File: src/rtl/crf_pkg.sv
package crf_pkg;

  typedef struct packed {
    logic zero;
    logic msb;
    logic b2;
    logic b1;
    logic b0;
  } crf_flags_t;

  typedef enum logic [2:0] {
    COND_BIT0 = 3'd0,
    COND_BIT1 = 3'd1,
    COND_BIT2 = 3'd2,
    COND_SIGN = 3'd3,
    COND_ZERO = 3'd4
  } crf_cond_e;

  localparam crf_flags_t CRF_FLAGS_RESET = '{zero: 1'b1, msb: 1'b0, b2: 1'b0, b1: 1'b0, b0: 1'b0};

endpackage

File: src/rtl/crf_flag_gen.sv
module crf_flag_gen
  import crf_pkg::*;
#(
  parameter int WIDTH = 32
) (
  input  logic [WIDTH-1:0] value,
  output crf_flags_t       flags
);
  always_comb begin
    flags.zero = (value == '0);
    flags.msb  = value[WIDTH-1];
    flags.b2   = value[2];
    flags.b1   = value[1];
    flags.b0   = value[0];
  end
endmodule

File: src/rtl/crf_store.sv
module crf_store
  import crf_pkg::*;
#(
  parameter int REGS  = 16,
  parameter int WIDTH = 32,
  localparam int IDX_W = $clog2(REGS)
) (
  input  logic                        clk,
  input  logic                        rst_n,
  input  logic                        we,
  input  logic [IDX_W-1:0]            widx,
  input  logic [WIDTH-1:0]            wdata,
  output logic [REGS-1:0][WIDTH-1:0]  mem_q,
  output crf_flags_t [REGS-1:0]       flg_q
);
  crf_flags_t wflags;

  crf_flag_gen #(.WIDTH(WIDTH)) u_fgen (
    .value (wdata),
    .flags (wflags)
  );

  for (genvar g = 0; g < REGS; g++) begin : g_entry
    logic hit;
    assign hit = we && (widx == IDX_W'(g));

    always_ff @(posedge clk or negedge rst_n) begin
      if (!rst_n) begin
        mem_q[g] <= '0;
        flg_q[g] <= CRF_FLAGS_RESET;
      end else if (hit) begin
        mem_q[g] <= wdata;
        flg_q[g] <= wflags;
      end
    end
  end

  AST_WRITE_LANDS: assert property (@(posedge clk) disable iff (!rst_n)
    we |=> mem_q[$past(widx)] == $past(wdata));

  AST_FLAG_ZERO_TRACKS: assert property (@(posedge clk) disable iff (!rst_n)
    we |=> flg_q[$past(widx)].zero == ($past(wdata) == '0));

  AST_FLAG_SIGN_TRACKS: assert property (@(posedge clk) disable iff (!rst_n)
    we |=> flg_q[$past(widx)].msb == $past(wdata[WIDTH-1]));

  AST_IDLE_HOLDS: assert property (@(posedge clk) disable iff (!rst_n)
    !we |=> mem_q == $past(mem_q));
endmodule

File: src/rtl/crf_cond_eval.sv
module crf_cond_eval
  import crf_pkg::*;
#(
  parameter int REGS = 16,
  localparam int IDX_W = $clog2(REGS)
) (
  input  crf_flags_t [REGS-1:0] flg,
  input  logic [IDX_W-1:0]      idx,
  input  logic [2:0]            sel,
  input  logic                  inv,
  output logic                  taken
);
  crf_flags_t picked;
  logic       raw;

  always_comb begin
    picked = flg[idx];
    case (sel)
      COND_BIT0: raw = picked.b0;
      COND_BIT1: raw = picked.b1;
      COND_BIT2: raw = picked.b2;
      COND_SIGN: raw = picked.msb;
      COND_ZERO: raw = picked.zero;
      default:   raw = 1'b0;
    endcase
    taken = raw ^ inv;
  end

  always_comb begin
    if (sel > 3'd4) begin
      AST_RESERVED_CODE: assert (taken == inv);
    end
  end
endmodule

File: src/rtl/crf_top.sv
module crf_top
  import crf_pkg::*;
#(
  parameter int REGS     = 16,
  parameter int WIDTH    = 32,
  parameter int MEM_REGS = 8,
  localparam int IDX_W    = $clog2(REGS),
  localparam int MEM_BASE = REGS - MEM_REGS,
  localparam int PORTS    = 3
) (
  input  logic             clk,
  input  logic             rst_n,
  input  logic [IDX_W-1:0] ra_idx,
  output logic [WIDTH-1:0] ra_data,
  output logic             ra_ready,
  output logic             ra_mem,
  input  logic [IDX_W-1:0] rb_idx,
  output logic [WIDTH-1:0] rb_data,
  output logic             rb_mem,
  input  logic [IDX_W-1:0] rx_idx,
  output logic [WIDTH-1:0] rx_data,
  output logic             rx_mem,
  input  logic             wr_valid,
  output logic             wr_ready,
  input  logic [IDX_W-1:0] wr_idx,
  input  logic [WIDTH-1:0] wr_data,
  input  logic             unsp_valid,
  input  logic [IDX_W-1:0] unsp_idx,
  input  logic [WIDTH-1:0] unsp_data,
  input  logic             spill_valid,
  input  logic [IDX_W-1:0] spill_idx,
  input  logic [IDX_W-1:0] cond_idx,
  input  logic [2:0]       cond_sel,
  input  logic             cond_inv,
  output logic             cond_taken
);
  logic                       st_we;
  logic [IDX_W-1:0]           st_widx;
  logic [WIDTH-1:0]           st_wdata;
  logic [REGS-1:0][WIDTH-1:0] st_mem;
  crf_flags_t [REGS-1:0]      st_flg;

  // Write port arbitration: unspill owns the port when present.
  always_comb begin
    wr_ready = !unsp_valid;
    st_we    = unsp_valid || wr_valid;
    st_widx  = unsp_valid ? unsp_idx  : wr_idx;
    st_wdata = unsp_valid ? unsp_data : wr_data;
  end

  crf_store #(.REGS(REGS), .WIDTH(WIDTH)) u_store (
    .clk   (clk),
    .rst_n (rst_n),
    .we    (st_we),
    .widx  (st_widx),
    .wdata (st_wdata),
    .mem_q (st_mem),
    .flg_q (st_flg)
  );

  // Read ports: port 0 is shared with spill.
  logic [PORTS-1:0][IDX_W-1:0] p_idx;
  logic [PORTS-1:0][WIDTH-1:0] p_data;
  logic [PORTS-1:0]            p_mem;

  assign p_idx[0] = spill_valid ? spill_idx : ra_idx;
  assign p_idx[1] = rb_idx;
  assign p_idx[2] = rx_idx;

  for (genvar p = 0; p < PORTS; p++) begin : g_rport
    assign p_data[p] = st_mem[p_idx[p]];
    assign p_mem[p]  = (int'(p_idx[p]) >= MEM_BASE);
  end

  assign ra_data  = p_data[0];
  assign rb_data  = p_data[1];
  assign rx_data  = p_data[2];
  assign ra_mem   = p_mem[0];
  assign rb_mem   = p_mem[1];
  assign rx_mem   = p_mem[2];
  assign ra_ready = !spill_valid;

  crf_cond_eval #(.REGS(REGS)) u_cond (
    .flg   (st_flg),
    .idx   (cond_idx),
    .sel   (cond_sel),
    .inv   (cond_inv),
    .taken (cond_taken)
  );

  AST_UNSPILL_LANDS: assert property (@(posedge clk) disable iff (!rst_n)
    unsp_valid |=> st_mem[$past(unsp_idx)] == $past(unsp_data));

  AST_ALU_WRITE_LANDS: assert property (@(posedge clk) disable iff (!rst_n)
    (wr_valid && wr_ready) |=> st_mem[$past(wr_idx)] == $past(wr_data));

  AST_SPILL_SHOWS_REG: assert property (@(posedge clk) disable iff (!rst_n)
    spill_valid |-> ra_data == rx_data || rx_idx != spill_idx);
endmodule

File: config.mk
export PLATFORM = sky130hd
export DESIGN_NAME = crf_top
export DESIGN_NICKNAME = d
export VERILOG_FILES = /design/src/rtl/crf_pkg.sv /design/src/rtl/crf_flag_gen.sv /design/src/rtl/crf_store.sv /design/src/rtl/crf_cond_eval.sv /design/src/rtl/crf_top.sv
export SDC_FILE = /design/constraint.sdc
export NUM_CORES = 1
export LEC_CHECK = 0
export ABC_AREA = 0
export BUFFER_PORTS_ARGS = -buffer_cell sky130_fd_sc_hd__buf_4
export CAP_MARGIN = 15
export CORE_ASPECT_RATIO = 2
export CORE_UTILIZATION = 56
export DETAILED_ROUTE_END_ITERATION = 16
export PLACE_DENSITY = 0.81
export SLEW_MARGIN = 20
export SYNTH_ARGS = -nofsm -noshare
export SYNTH_HDL_FRONTEND = slang
export SYNTH_SLANG_ARGS = --single-unit
File: constraint.sdc
create_clock -name clk -period 1.7 [get_ports clk]
set_clock_uncertainty 0.05 [all_clocks]
set_input_delay 0 -clock clk [delete_from_list [all_inputs] [get_ports clk]]
set_output_delay 0 -clock clk [all_outputs]
set_load 0.05 [all_outputs]
Word level (Yosys, flattened, before mapping)
Index checks and enable logic that the tools add are counted.
Widths: inputs -> output; s select.
{"block": "totals", "ff_bits": 592, "elab_cells": 157, "input_bits": 101}
{"block": "op_classes", "bitwise": 1, "n_eq_ne": 19, "magnitude_cmp": 7, "mux": 12, "reduce_logical": 22}
{"operator": "$bmux 32 s4", "n": 3}
{"operator": "$mux 32", "n": 4}
{"operator": "$eq 4x4->1 const B", "n": 8}
{"operator": "$logic_not 32->1", "n": 1}
{"operator": "$bmux 5 s4", "n": 1}
{"operator": "$lt 4x5->1 const B", "n": 4}
{"operator": "$eq 4x3->1 const B", "n": 4}
{"operator": "$logic_and 1x1->1", "n": 16}
{"operator": "$ge 4x4->1 const B", "n": 3}
{"operator": "$eq 4x2->1 const B", "n": 2}
{"operator": "$mux 4", "n": 2}
{"operator": "$eq 3x2->1 const B", "n": 2}
{"operator": "$mux 5", "n": 1}
{"operator": "$pmux 1 s5", "n": 1}
{"operator": "$eq 4x1->1 const B", "n": 1}
{"operator": "$logic_not 4->1", "n": 1}
{"operator": "$eq 3x1->1 const B", "n": 1}
{"operator": "$eq 3x3->1 const B", "n": 1}
{"operator": "$logic_not 3->1", "n": 1}
{"operator": "$logic_not 1->1", "n": 2}
{"operator": "$logic_or 1x1->1", "n": 1}
{"operator": "$xor 1x1->1", "n": 1}

Logic depth before layout (Yosys ltp)
{"block": "depth", "ltp_word": 4, "mapped_depth": 10}

Modules after synthesis
Synthesis repeated with hierarchy kept, for this count alone.
{"block": "hier_totals", "cells_unflattened": 2303, "area_unflattened_um2": 34989.8}
{"module": "crf_store", "n_inst": 1, "cells_per_inst": 1299, "area_per_inst_um2": 22160.0}
{"module": "crf_top", "n_inst": 1, "cells_per_inst": 926, "area_per_inst_um2": 11959.0}
{"module": "crf_cond_eval", "n_inst": 1, "cells_per_inst": 63, "area_per_inst_um2": 768.2}
{"module": "crf_flag_gen", "n_inst": 1, "cells_per_inst": 15, "area_per_inst_um2": 102.6}

Worst setup path after synthesis
OpenSTA, ideal clock, no wires.
{"block": "synth_path", "path_kind": "register -> output", "startpoint": "register u_store.flg_q[59] in the netlist's numbering", "endpoint": "output cond_taken", "path_slack_ns": -0.581, "required_time_ns": 1.650, "n_path_buf": 0, "arrival_ns": 2.231, "path_stages_with_launch": 6, "path_cell_list": "dfstp_2 mux4_1 mux4_2 nand3_1 nand4_1 xor2_1"}
{"block": "synth_via", "elab_chain_len": 4}
{"element": "start: declaration", "line_no": "crf_store.sv:14", "rtl": "output crf_flags_t [REGS-1:0] flg_q"}
{"element": "start signal: indexed assignment", "line_no": "crf_store.sv:33", "rtl": "flg_q[g] <= wflags;"}
{"element": "$bmux 5 s4", "line_no": "crf_cond_eval.sv:17", "rtl": "picked = flg[idx];"}
{"element": "$mux 5 (not written as such)", "line_no": "crf_cond_eval.sv:17"}
{"element": "$pmux 1 s5", "line_no": "crf_cond_eval.sv:18", "rtl": "case (sel)"}
{"element": "$xor 1x1->1", "line_no": "crf_cond_eval.sv:26", "rtl": "taken = raw ^ inv;"}
{"element": "end: declaration", "line_no": "crf_top.sv:35", "rtl": "output logic cond_taken"}
No other way between the ends. The select of a mux whose other input is x is not followed.

==> impl_metrics.csv <==
group,metric,value,unit
finish,mostFrequentLayoutCells,"sky130_fd_sc_hd__dfrtp_1, sky130_fd_sc_hd__mux4_2, sky130_fd_sc_hd__nand2_1",
worst_setup_path,cp_cell_sequence,"mux4_2 > and3b_1 > a41oi_2 > a211o_1 > nand4_1 > xor2_4 > buf_6",
logic_synthesis,library_cell_with_the_largest_summed_area_after_synthesis,"sky130_fd_sc_hd__dfrtp_1",
logic_synthesis,ys_seq_elements,528,
grt,overall_overflow_remaining_after_global_route,0,
detailed_routing,drt-total-wl,120500,um
clock_tree,cts.path.max_buffers,3,
timing,slew_viol_final,0,
logic_synthesis,post_synth_num_cell_types,42,
worst_setup_path,endpoint_kind,"output pin",
logic_synthesis,syn_inst,2625,
clock_tree,root_buffer,"sky130_fd_sc_hd__clkbuf_16",
timing,tightest_slew,0.8224,ns
min_path,hold_path_class,"in2async",
clock_tree,clk_transition_reported_paths,0.07,ns
clock_tree,cts_tree,"yes",
logic_synthesis,ys_async_sr_fraction,100.0,%
timing,rsz_0062_raised_after_global_routing,"true",
logic_synthesis,synthesis.yosys.warnings,0,
finish,antenna_cells,0,
floorplan,num_io_pins,203,
grt,grt_start_max_net_pins,86,
worst_setup_path,timing.critical_path.slowest_cell_delay,0.56,ns
timing,final-hold-violation-count,10,
floorplan,starting_density_of_the_core,56.79,%
worst_setup_path,crit_required,1.65,ns
timing,peak_clock_frequency_supported_by_timing,359.9,MHz
logic_synthesis,synth_area_leaders,"sky130_fd_sc_hd__dfrtp_1, sky130_fd_sc_hd__mux4_2, sky130_fd_sc_hd__o21ai_0",
detailed_routing,number_of_vias_in_the_routed_layout,29120,
timing,post-route-min-period,2.779,ns
grt,antenna_found_initial,0,
logic_synthesis,mappedNetlistNets,2726,
finish,mostFrequentLayoutCell,"sky130_fd_sc_hd__dfrtp_1",
logic_synthesis,post_synth.cell_area_avg,12.02,um^2
placed_design,gp_congestion,0.9256,
worst_setup_path,crit_path_class,"reg2out",
detailed_routing,route.detailed.wl_per_inst,31.34,um
clock_tree,clkSinkCount,528,
detailed_routing,post_route_antenna_net_violation_count,0,
worst_setup_path,worstPathMaxFanout,2,
detailed_routing,remaining_drc_errors,0,
placed_design,detailedPlacementHpwl,72870,um
logic_synthesis,synth.top_cell.area_share,40.60,%
floorplan,rows,122,
logic_synthesis,synth_edf_count,0,
grt,grt_pass1_wl,178500,um
detailed_routing,detailedRoute.firstIterationViolations,4669,
grt,number_of_global_route_vias_before_repair,30590,
finish,syn2layout_area_growth,29.25,%
timing,worst_slew_margin_rel,44.99,%
clock_tree,cts_htree_levels,2,
power,power.leakage,16.91,nW
clock_tree,clock_latency,0.61,ns
placed_design,dp_worst_setup_slack,-0.4507,ns
logic_synthesis,synth.yosys.seq_area_share,41.93,%
worst_setup_path,cp-start-kind,"flip-flop",
timing,post-route-worst-setup-slack,-1.079,ns
floorplan,core,55560,um^2
placed_design,port_buffers,202,
clock_tree,cts_made_buffers,47,
timing,setup_viol,100,
finish,net_count_final,3166,
worst_setup_path,critical_path_top_delay_cell,"sky130_fd_sc_hd__mux4_2",
worst_setup_path,critical_path_arrival,2.73,ns
timing,whs,-0.007411,ns
job,max_cap_violations,0,
floorplan,die_height,337.7,um
detailed_routing,firstDrtPassIters,9,
floorplan,floorplan.die_area,57360,um^2
outcome,status,"complete, but fails checks",
finish,final_layout_size_suffix_gt1_share,41.73,%
logic_synthesis,synth_flop_cell,"sky130_fd_sc_hd__dfrtp_1",
logic_synthesis,syn_area,31560,um^2
grt,groute.usage.overall,42.60,%
power,power.density_cell_area,1319,nW/um^2
outcome,failed_checks,"hold timing, setup timing",
floorplan,die_x,169.9,um
detailed_routing,avgViaCountPerCell,7.573,
timing,min_period_over_period,163.5,%
power,worst_ir_drop_vdd,0.8317,mV
critical path, delay by kind of cell, from the launching register on:
kind / cells / cell delay (ns)
and+or+nand+nor: 2 / 0.45
DFF: 1 / 0.41
xor gates and xnor gates: 1 / 0.23
muxes: 1 / 0.56
buffers and inverters: 1 / 0.16
AOI/OAI and AO/OA: 2 / 0.31
cells in the mapped netlist, drive strengths merged, types with 2 or more instances:
| cell | number |
|---|---|
| a211oi | 32 |
| a21oi | 162 |
| a22o | 2 |
| a31oi | 32 |
| and2 | 37 |
| and3b | 2 |
| buf | 136 |
| clkbuf | 144 |
| dfrtp | 512 |
| dfstp | 16 |
| inv | 10 |
| mux2i | 42 |
| mux4 | 469 |
| nand2 | 442 |
| nand2b | 2 |
| nand3 | 9 |
| nand4 | 3 |
| nor2 | 170 |
| nor3 | 3 |
| nor3b | 2 |
| nor4 | 12 |
| o21ai | 368 |
| o22ai | 2 |
| o32ai | 2 |
| or4 | 2 |
what timing repair did:
item | CTS | global route
endpoints found under the setup margin | 97 | 115
endpoints found under the hold margin | 999 | 0
pin swaps | 26 | 10
buffers inserted | 43 | 43
gates cloned | 0 | 0
hold buffers | 65 | 0
resized for setup | 157 | 20
path summary, 6_finish.rpt:
| path | slack (ns) | cells past startpoint | from | endpoint |
|---|---|---|---|---|
| min in group clk | 0.07 | 5 | wr_data[23] | u_store.mem_q[343]$_DFFE_PN0P_ |
| setup / recovery | -1.08 | 7 | u_store.mem_q[160]$_DFFE_PN0P_ | cond_taken |
| hold / removal | -0.007 | 3 | rst_n | u_store.mem_q[10]$_DFFE_PN0P_ |
| max in group asynchronous | 0.40 | 3 | rst_n | u_store.mem_q[166]$_DFFE_PN0P_ |
| hold reg to reg | 0.43 | 2 | u_store.flg_q[59]$_DFFE_PN1P_ | u_store.flg_q[59]$_DFFE_PN1P_ |
| setup reg to reg | 0.63 | 5 | u_store.flg_q[78]$_DFFE_PN0P_ | u_store.flg_q[78]$_DFFE_PN0P_ |
per-stage QoR:
step                cell area [um^2]  instances  TNS, ns  total power (W)  util [%]
floorplan                      32590       2625   -1.763          0.03223         -
global placement               37340       3621   -25.03          0.03799     67.21
detailed placement             37340       3621   -45.78          0.03933     67.21
CTS                            40460       3809   -52.54          0.05202     72.81
global route                   40790       3845   -58.84          0.05527     73.40
finish                         40790       3845   -57.19          0.05380     73.40
power by group:
group	internal, W	switching, W
registers	0.0160	0.00377
clock network	0.00612	0.00505
logic	0.0115	0.0114
total	0.0336	0.0202
final cells by class:
class,instances,area (um^2)
flip-flops and latches,528,13230
inverters,10,41.29
clock inverters,19,176.4
fillers,3168,14780
clock buffers,66,1380
repair buffers,671,6935
well taps,744,930.9
multi-input cells,1807,18090
flip-flops by register name, indices dropped and copies added (netlist names):
signal / flops
u_store.mem_q: 496
u_store.flg_q: 32
metal layers:
layer	GRT usage (%)	share of wire, %	vias to the layer above
li1	-	-	10760
met5	0.8696	0	-
met3	14.36	15	1071
met1	46.93	28	13980
met4	34.37	9.6	0
met2	67.06	47	3304
kinds of logic (layout without fill, tap and decap cells):
logic type             Yosys count  count (layout)  synth area share, %
buffers and inverters          290             766                4.223
AND/OR/NAND/NOR                689             689                8.822
XOR/XNOR                         1               1              0.02776
flip-flops                     528             528                41.93
AO/OA/AOI/OAI                  605             605                10.09
multiplexers                   512             512                34.90
(Power assumes the default switching activity.)
